<file path="src/rtl/flash_cmd_pkg.sv">
package flash_cmd_pkg;
  typedef enum logic [2:0] {
    S_IDLE, S_UNL1, S_UNL2, S_PROG, S_ERA1, S_ERA2, S_ERA3
  } seq_e;

  typedef enum logic [1:0] {OP_PROG, OP_SECT, OP_BLK, OP_CHIP} op_e;

  localparam logic [15:0] D_KEY1  = 16'h00AA;
  localparam logic [15:0] D_KEY2  = 16'h0055;
  localparam logic [15:0] D_PROG  = 16'h00A0;
  localparam logic [15:0] D_ERASE = 16'h0080;
  localparam logic [15:0] D_SECT  = 16'h0030;
  localparam logic [15:0] D_BLK   = 16'h0050;
  localparam logic [15:0] D_CHIP  = 16'h0010;
  localparam logic [14:0] A_KEY1  = 15'h5555;
  localparam logic [14:0] A_KEY2  = 15'h2AAA;
endpackage

</file>
<file path="src/rtl/flash_bus_sampler.sv">
module flash_bus_sampler #(
  parameter int ADDR_W = 18,
  parameter int DATA_W = 16
) (
  input  logic              clk_i,
  input  logic              rst_ni,
  input  logic              ce_ni,
  input  logic              we_ni,
  input  logic              oe_ni,
  input  logic [ADDR_W-1:0] addr_i,
  input  logic [DATA_W-1:0] data_i,
  output logic              wr_vld_o,
  output logic [ADDR_W-1:0] wr_addr_o,
  output logic [DATA_W-1:0] wr_data_o,
  output logic              rd_start_o
);
  logic wr_act, wr_act_q, rd_act, rd_act_q;

  assign wr_act = ~ce_ni & ~we_ni;
  assign rd_act = ~ce_ni & ~oe_ni;
  assign rd_start_o = rd_act & ~rd_act_q;

  always_ff @(posedge clk_i or negedge rst_ni) begin
    if (!rst_ni) begin
      wr_act_q  <= 1'b0;
      rd_act_q  <= 1'b0;
      wr_vld_o  <= 1'b0;
      wr_addr_o <= '0;
      wr_data_o <= '0;
    end else begin
      wr_act_q <= wr_act;
      rd_act_q <= rd_act;
      wr_vld_o <= wr_act_q & ~wr_act;
      // address at the later falling strobe, data at the earlier rising one
      if (wr_act && !wr_act_q) wr_addr_o <= addr_i;
      if (!wr_act && wr_act_q) wr_data_o <= data_i;
    end
  end

  p_wr_pulse_r1: assert property (@(posedge clk_i) disable iff (!rst_ni)
    wr_vld_o |=> !wr_vld_o);
endmodule

</file>
<file path="src/rtl/flash_seq_fsm.sv">
module flash_seq_fsm
  import flash_cmd_pkg::*;
#(
  parameter int ADDR_W   = 18,
  parameter int DATA_W   = 16,
  parameter int PROG_CYC = 1400,
  parameter int SECT_CYC = 1800000,
  parameter int CHIP_CYC = 7000000
) (
  input  logic              clk_i,
  input  logic              rst_ni,
  input  logic              wr_vld_i,
  input  logic [ADDR_W-1:0] wr_addr_i,
  input  logic [DATA_W-1:0] wr_data_i,
  output logic              op_go_o,
  output op_e               op_kind_o,
  output logic              busy_o,
  output logic              dq7_o
);
  localparam int MAX_A = (PROG_CYC > SECT_CYC) ? PROG_CYC : SECT_CYC;
  localparam int MAX_C = (MAX_A > CHIP_CYC) ? MAX_A : CHIP_CYC;
  localparam int CW    = $clog2(MAX_C + 1);

  seq_e st_q, st_d;
  logic [CW-1:0] cnt_q;
  logic a_k1, a_k2, take;

  assign a_k1 = (wr_addr_i == ADDR_W'(A_KEY1));
  assign a_k2 = (wr_addr_i == ADDR_W'(A_KEY2));
  assign take = wr_vld_i & ~busy_o;

  always_comb begin
    st_d      = S_IDLE;
    op_go_o   = 1'b0;
    op_kind_o = OP_PROG;
    case (st_q)
      S_IDLE: if (a_k1 && wr_data_i == D_KEY1) st_d = S_UNL1;
      S_UNL1: if (a_k2 && wr_data_i == D_KEY2) st_d = S_UNL2;
      S_UNL2: begin
        if (a_k1 && wr_data_i == D_PROG)       st_d = S_PROG;
        else if (a_k1 && wr_data_i == D_ERASE) st_d = S_ERA1;
      end
      S_PROG: op_go_o = take;
      S_ERA1: if (a_k1 && wr_data_i == D_KEY1) st_d = S_ERA2;
      S_ERA2: if (a_k2 && wr_data_i == D_KEY2) st_d = S_ERA3;
      S_ERA3: begin
        if (wr_data_i == D_SECT) begin
          op_go_o = take; op_kind_o = OP_SECT;
        end else if (wr_data_i == D_BLK) begin
          op_go_o = take; op_kind_o = OP_BLK;
        end else if (a_k1 && wr_data_i == D_CHIP) begin
          op_go_o = take; op_kind_o = OP_CHIP;
        end
      end
      default: st_d = S_IDLE;
    endcase
  end

  always_ff @(posedge clk_i or negedge rst_ni) begin
    if (!rst_ni) begin
      st_q   <= S_IDLE;
      busy_o <= 1'b0;
      cnt_q  <= '0;
      dq7_o  <= 1'b0;
    end else begin
      if (busy_o)      st_q <= S_IDLE;
      else if (wr_vld_i) st_q <= st_d;
      if (op_go_o) begin
        busy_o <= 1'b1;
        case (op_kind_o)
          OP_PROG: cnt_q <= CW'(PROG_CYC - 1);
          OP_CHIP: cnt_q <= CW'(CHIP_CYC - 1);
          default: cnt_q <= CW'(SECT_CYC - 1);
        endcase
        dq7_o <= (op_kind_o == OP_PROG) ? ~wr_data_i[7] : 1'b0;
      end else if (busy_o) begin
        if (cnt_q == '0) busy_o <= 1'b0;
        else             cnt_q  <= cnt_q - 1'b1;
      end
    end
  end

  p_launch_after_write_r2: assert property (@(posedge clk_i) disable iff (!rst_ni)
    $rose(busy_o) |-> $past(wr_vld_i));
  p_busy_hold_r7: assert property (@(posedge clk_i) disable iff (!rst_ni)
    (busy_o && cnt_q != '0) |=> busy_o);
  p_ignore_busy_r6: assert property (@(posedge clk_i) disable iff (!rst_ni)
    ($past(busy_o) && busy_o) |-> (st_q == S_IDLE));
endmodule

</file>
<file path="src/rtl/flash_word_store.sv">
module flash_word_store
  import flash_cmd_pkg::*;
#(
  parameter int ADDR_W   = 18,
  parameter int DATA_W   = 16,
  parameter int N_SLOTS  = 8,
  parameter int SECT_LSB = 11,
  parameter int BLK_LSB  = 15
) (
  input  logic              clk_i,
  input  logic              rst_ni,
  input  logic              op_go_i,
  input  op_e               op_kind_i,
  input  logic [ADDR_W-1:0] op_addr_i,
  input  logic [DATA_W-1:0] op_data_i,
  input  logic [ADDR_W-1:0] rd_addr_i,
  output logic [DATA_W-1:0] rd_data_o
);
  localparam int IW = (N_SLOTS > 1) ? $clog2(N_SLOTS) : 1;

  logic [N_SLOTS-1:0] vld_q;
  logic [ADDR_W-1:0]  sa_q [N_SLOTS];
  logic [DATA_W-1:0]  sd_q [N_SLOTS];
  logic          op_hit, free_any;
  logic [IW-1:0] op_idx, free_idx;
  logic [DATA_W-1:0] hit_dat;

  always_comb begin
    op_hit = 1'b0; op_idx = '0; free_any = 1'b0; free_idx = '0;
    rd_data_o = '1;
    for (int i = N_SLOTS - 1; i >= 0; i--) begin
      if (vld_q[i] && sa_q[i] == op_addr_i) begin op_hit = 1'b1; op_idx = IW'(i); end
      if (!vld_q[i]) begin free_any = 1'b1; free_idx = IW'(i); end
      if (vld_q[i] && sa_q[i] == rd_addr_i) rd_data_o = sd_q[i];
    end
    hit_dat = sd_q[op_idx];
  end

  always_ff @(posedge clk_i or negedge rst_ni) begin
    if (!rst_ni) begin
      vld_q <= '0;
      for (int i = 0; i < N_SLOTS; i++) begin sa_q[i] <= '0; sd_q[i] <= '0; end
    end else if (op_go_i) begin
      case (op_kind_i)
        OP_PROG: begin
          if (op_hit) sd_q[op_idx] <= sd_q[op_idx] & op_data_i;
          else if (free_any) begin
            vld_q[free_idx] <= 1'b1;
            sa_q[free_idx]  <= op_addr_i;
            sd_q[free_idx]  <= op_data_i;
          end
        end
        OP_SECT: for (int i = 0; i < N_SLOTS; i++)
          if (sa_q[i][ADDR_W-1:SECT_LSB] == op_addr_i[ADDR_W-1:SECT_LSB]) vld_q[i] <= 1'b0;
        OP_BLK: for (int i = 0; i < N_SLOTS; i++)
          if (sa_q[i][ADDR_W-1:BLK_LSB] == op_addr_i[ADDR_W-1:BLK_LSB]) vld_q[i] <= 1'b0;
        default: vld_q <= '0;
      endcase
    end
  end

  p_chip_clear_r5: assert property (@(posedge clk_i) disable iff (!rst_ni)
    (op_go_i && op_kind_i == OP_CHIP) |=> (vld_q == '0));
  p_prog_no_set_r11: assert property (@(posedge clk_i) disable iff (!rst_ni)
    (op_go_i && op_kind_i == OP_PROG && op_hit) |=>
      ((sd_q[$past(op_idx)] & ~$past(hit_dat)) == '0));
endmodule

</file>
<file path="src/rtl/flash_cmd_decoder.sv">
module flash_cmd_decoder
  import flash_cmd_pkg::*;
#(
  parameter int ADDR_W   = 18,
  parameter int DATA_W   = 16,
  parameter int N_SLOTS  = 8,
  parameter int SECT_LSB = 11,
  parameter int BLK_LSB  = 15,
  parameter int PROG_CYC = 1400,
  parameter int SECT_CYC = 1800000,
  parameter int CHIP_CYC = 7000000
) (
  input  logic              clk_i,
  input  logic              rst_ni,
  input  logic              ce_ni,
  input  logic              we_ni,
  input  logic              oe_ni,
  input  logic [ADDR_W-1:0] addr_i,
  input  logic [DATA_W-1:0] data_i,
  output logic [DATA_W-1:0] data_o,
  output logic              data_oe_o,
  output logic              busy_o
);
  logic              wr_vld, rd_start, op_go, dq7, tog_q;
  logic [ADDR_W-1:0] wr_addr;
  logic [DATA_W-1:0] wr_data, arr_data;
  op_e               op_kind;

  flash_bus_sampler #(.ADDR_W(ADDR_W), .DATA_W(DATA_W)) u_smp (
    .clk_i, .rst_ni, .ce_ni, .we_ni, .oe_ni, .addr_i, .data_i,
    .wr_vld_o(wr_vld), .wr_addr_o(wr_addr), .wr_data_o(wr_data),
    .rd_start_o(rd_start)
  );

  flash_seq_fsm #(
    .ADDR_W(ADDR_W), .DATA_W(DATA_W),
    .PROG_CYC(PROG_CYC), .SECT_CYC(SECT_CYC), .CHIP_CYC(CHIP_CYC)
  ) u_fsm (
    .clk_i, .rst_ni, .wr_vld_i(wr_vld), .wr_addr_i(wr_addr), .wr_data_i(wr_data),
    .op_go_o(op_go), .op_kind_o(op_kind), .busy_o(busy_o), .dq7_o(dq7)
  );

  flash_word_store #(
    .ADDR_W(ADDR_W), .DATA_W(DATA_W), .N_SLOTS(N_SLOTS),
    .SECT_LSB(SECT_LSB), .BLK_LSB(BLK_LSB)
  ) u_mem (
    .clk_i, .rst_ni, .op_go_i(op_go), .op_kind_i(op_kind),
    .op_addr_i(wr_addr), .op_data_i(wr_data),
    .rd_addr_i(addr_i), .rd_data_o(arr_data)
  );

  always_ff @(posedge clk_i or negedge rst_ni) begin
    if (!rst_ni)                 tog_q <= 1'b0;
    else if (rd_start && busy_o) tog_q <= ~tog_q;
  end

  assign data_oe_o = ~ce_ni & ~oe_ni;
  assign data_o = busy_o ? {{(DATA_W-8){1'b0}}, dq7, tog_q, 6'b0} : arr_data;

  p_tog_stable_idle_r8: assert property (@(posedge clk_i) disable iff (!rst_ni)
    (!$past(busy_o)) |-> $stable(tog_q));
endmodule

</file>
<file path="config.mk">
export PLATFORM = sky130hd
export DESIGN_NAME = flash_cmd_decoder
export DESIGN_NICKNAME = d
export VERILOG_FILES = /design/src/rtl/flash_cmd_pkg.sv /design/src/rtl/flash_bus_sampler.sv /design/src/rtl/flash_seq_fsm.sv /design/src/rtl/flash_word_store.sv /design/src/rtl/flash_cmd_decoder.sv
export SDC_FILE = /design/constraint.sdc
export NUM_CORES = 1
export LEC_CHECK = 0
export BUFFER_PORTS_ARGS = -buffer_cell sky130_fd_sc_hd__buf_2
export CAP_MARGIN = 0
export CORE_MARGIN = 2
export CORE_UTILIZATION = 40
export CTS_CLUSTER_SIZE = 25
export DETAILED_ROUTE_END_ITERATION = 8
export GPL_TIMING_DRIVEN = 0
export SYNTH_ARGS = -nofsm -noshare
export SYNTH_HDL_FRONTEND = slang
export SYNTH_SLANG_ARGS = --single-unit
</file>
<file path="constraint.sdc">
create_clock -name clk_i -period 4.95 [get_ports clk_i]
set_input_delay 0.7425 -clock clk_i [delete_from_list [all_inputs] [get_ports clk_i]]
set_output_delay 0.7425 -clock clk_i [all_outputs]
set_load 0.1 [all_outputs]
</file>
==> impl_results.md <==
- TritonCTS buffer count: 42
- Top_reg_cell synth: dfrtp_1
- Clock-pin slew on the worst setup and hold paths: 0.06 ns
- Final Wtd Congestion: 1.01
- Initial core utilization: 40.4%
- Antenna violations before repair: 1
- Max clock buf depth: 3
- Worst rel slew slack: 5.94%
- Max Slew Vio Count: 0
- Fin nets: 2,152
- Status: finished, final reports clean
- Drt drc: 0
- Simple-Gate Fraction of Synth Area: 14.4%
- Pin count of the biggest net entering global routing: 120
- Max-cap violations: 0
- Routed length on met2: 32.7 mm
- Crit path DAT: 4.11 ns
- Post-synthesis sequential area ratio: 42.9%
- Routed met3 length: 4.87 mm
- Final-report hold violation count: 0
- Vias in the first global route: 16.9k
- Syn avg cell area: 10.0 um2
- Routed len/inst: 25.4 um
- Critical Path RT: 4.21 ns
- Finished Core Util: 45.6%
- Endpoints failing setup: 0
- Total GRT Usage: 27.1%
- Reg-to-Reg End: u_mem.sd_q[8]
- Post-route minimum period: 4.85 ns
- Final Cycle Share: 97.9%
- Yosys cell types: 72
- Largest family of logic cells by synthesized area: compound AO/OA/AOI/OAI gates
- Total congestion overflow: 0
- Synth Warn #: 0
- Top-level port count: 57
- Final setup margin: 0.102 ns
- Post-synth EDFFs: 0
- Synth Cell Area: 0.0202 mm2
- # clock sinks: 346
- DP Area: 0.0213 mm2
- Rows: 82
- RSZ-0062 raised after global routing: no
- Post-Syn Nets: 2,063
- Vias/cell: 5.97
- CORE AREA: 0.0500 mm2
- Critical path class: primary input to output port
- CP startpoint kind: primary input
- Post-Route Setup TNS: 0 ns
- Drt total wl: 71.5 mm
- Post-Synth Adder-Cell Area: 0.372%
- Routed via count: 16.8k
- FF+latch count, synth: 346
- Clk_lat worst skew: 0.59 ns
- Final ANT Viol Nets: 0
- Pleak: 9.82 nW
- DRT Pass-1 Iters: 5
- Synth top area share: 42.9%
- XOR/XNOR Fraction of Synth Area: 13.4%
- Routed length on met1: 30.0 mm
- Pre-CTS setup slack: -0.917 ns
- Die extent in y: 229 um
- CP Max Fanout: 10
- Number of DRC markers in iteration 0: 1,803
- Area delta synth->final: 13.1%
- Die area: 0.0522 mm2
- Mux cell area share after synthesis: 10.1%
- Fmax: 0.206 GHz
- Crit path from: addr_i[3]
- Leading area contributor after synthesis: dfrtp_1
- IO Port Bufs: 38
- Startpoint of the worst-slack reg-to-reg timing path: u_smp.wr_addr_o[15]
- Worst hold slack: 0.0392 ns
- Synth Area in Compound Gates: 15.0%
- CP Capture Type: output port
- Worst Tran Pin Value: 1.40 ns
- R2R cell count: 10
- Ant diodes: 0
- Highest routed layer: met5
- R2R Setup Slk: 0.23 ns
- HP Class: primary input to async pin
- Final setup skew: 0.0392 ns
- Detailed placement HPWL: 53.1 mm
- CTS H-tree depth: 2
- Fin area: 0.0228 mm2
- Post-Synthesis Cells: 2,018
- Cell Pwr Density: 312 mW/mm2
- First-pass GRT wire length: 107 mm
- CTS tree: built
- Top cells by area, synth: dfrtp_1 43%, xnor2_1 9.4%, mux2_2 9.2%
- Die width: 229 um
- Hold-fix buffers, CTS: 0
- CP endpoint: data_o[5]
- Layout cells sized above 1: 19.6%
- VDD IR max: 0.252 mV
- CTS root buffer: clkbuf_16
- Asr flop ratio synth: 100%
[per-stage QoR]
step | power (W) | std cells
floorplan | 0.00355 | 2018
global placement | 0.00393 | 2728
detailed placement | 0.00395 | 2732
CTS | 0.00715 | 2813
global route | 0.00734 | 2813
finish | 0.00712 | 2813
[report_power, final]
group	internal, W	switching [W]
Clock	0.00191	0.00129
Sequential	0.00288	0.0000355
Combinational	0.000313	0.000689
[logic make-up (layout without fill, tap and decap cells)]
kind of cell | count (synthesis) | in the layout
AND/OR/NAND/NOR | 563 | 563
AO/OA/AOI/OAI | 435 | 435
flip-flops | 346 | 346
XOR/XNOR | 308 | 308
multiplexers | 182 | 182
buffers and inverters | 178 | 301
adder cells (fa/ha/maj) | 6 | 6
[critical path, cell delays in order]
cell	delay, ns
clkbuf_2	0.30
xnor2_1	0.36
nand3_1	0.14
nor3_1	0.20
nand3_1	0.19
clkbuf_1	0.36
nand3_1	0.39
clkbuf_2	0.33
nor2_1	0.07
nor3_1	0.15
o21ai_0	0.16
a21oi_1	0.23
buf_2	0.47
[layout by cell type, fill, tap and decap left out, drive strengths merged, types with 7 or more instances in the layout]
cell	instances
or4	10
a22oi	86
xnor2	216
a31o	14
a22o	12
nand2	168
clkinv	10
clkbuf	163
o211ai	51
buf	99
nand4	76
nor4	32
a21oi	40
nor2	115
or3	11
mux2	179
xor2	92
nor3	53
dfrtp	346
nand3	27
o221ai	16
a31oi	7
o2111ai	12
inv	24
a21o	15
o21ai	132
o221a	16
or2	19
and2	11
[state kept, by name, indices dropped and copies added (netlist names)]
signal	cells
u_mem.sa_q	144
u_mem.sd_q	128
u_fsm.cnt_q	23
u_smp.wr_addr_o	18
u_smp.wr_data_o	16
u_mem.vld_q	8
u_fsm.st_q	3
tog_q	1
u_fsm.busy_o	1
u_fsm.dq7_o	1
u_smp.rd_act_q	1
u_smp.wr_act_q	1
u_smp.wr_vld_o	1
[metal layers]
metal | up-vias | track usage [%]
met4 | 2 | 13.7
met3 | 181 | 4.09
met1 | 8455 | 35.6
met5 | - | 0
li1 | 7454 | -
met2 | 707 | 43.7
[worst min-delay path by stage]
stage / from / endpoint / slack (ns) / cells past startpoint
2_1_floorplan: tog_q / tog_q / 0.44 / 1
3_3_place_gp: u_mem.sd_q[20] / u_mem.sd_q[20] / 0.49 / 1
3_5_place_dp: u_mem.sd_q[27] / u_mem.sd_q[27] / 0.48 / 1
4_1_cts: rst_ni / u_fsm.busy_o / 0.04 / 1
5_1_grt: rst_ni / u_fsm.busy_o / 0.06 / 1
6_report: rst_ni / u_mem.sa_q[90] / 0.04 / 1
[Yosys cell counts, drive strengths merged (6+ instances only)]
library cell  count
and2             11
buf              54
a21oi            40
nor2            115
nand4            76
nor2b             6
nor4             32
inv              23
a22o             12
or3              11
o221a            16
o31ai             6
o2111ai          12
clkbuf          101
nand2           168
o21ai           132
xnor2           216
or4              10
or2              19
o21bai            6
nor4bb            6
mux2            179
nand3            27
a22oi            86
o221ai           16
nor3             53
ha                6
a21o             15
dfrtp           346
xor2             92
a31oi             7
nand2b            6
a31o             14
o211ai           51
[timing repair]
item	4_1_cts	5_1_grt
setup endpoints to repair	16	12
resized for setup	18	6
setup buffers	3	0
pin swaps	2	0
[area by class of cell]
class | instances | area [um2]
inverters | 23 | 86.3
clock inverters | 16 | 190
fillers | 4785 | 27200
repair buffers | 45 | 317
clock buffers | 62 | 1250
well taps | 672 | 841
multi-input cells | 1494 | 10800
flip-flops and latches | 346 | 8660
plain buffers | 155 | 717
(Power assumes the default switching activity.)
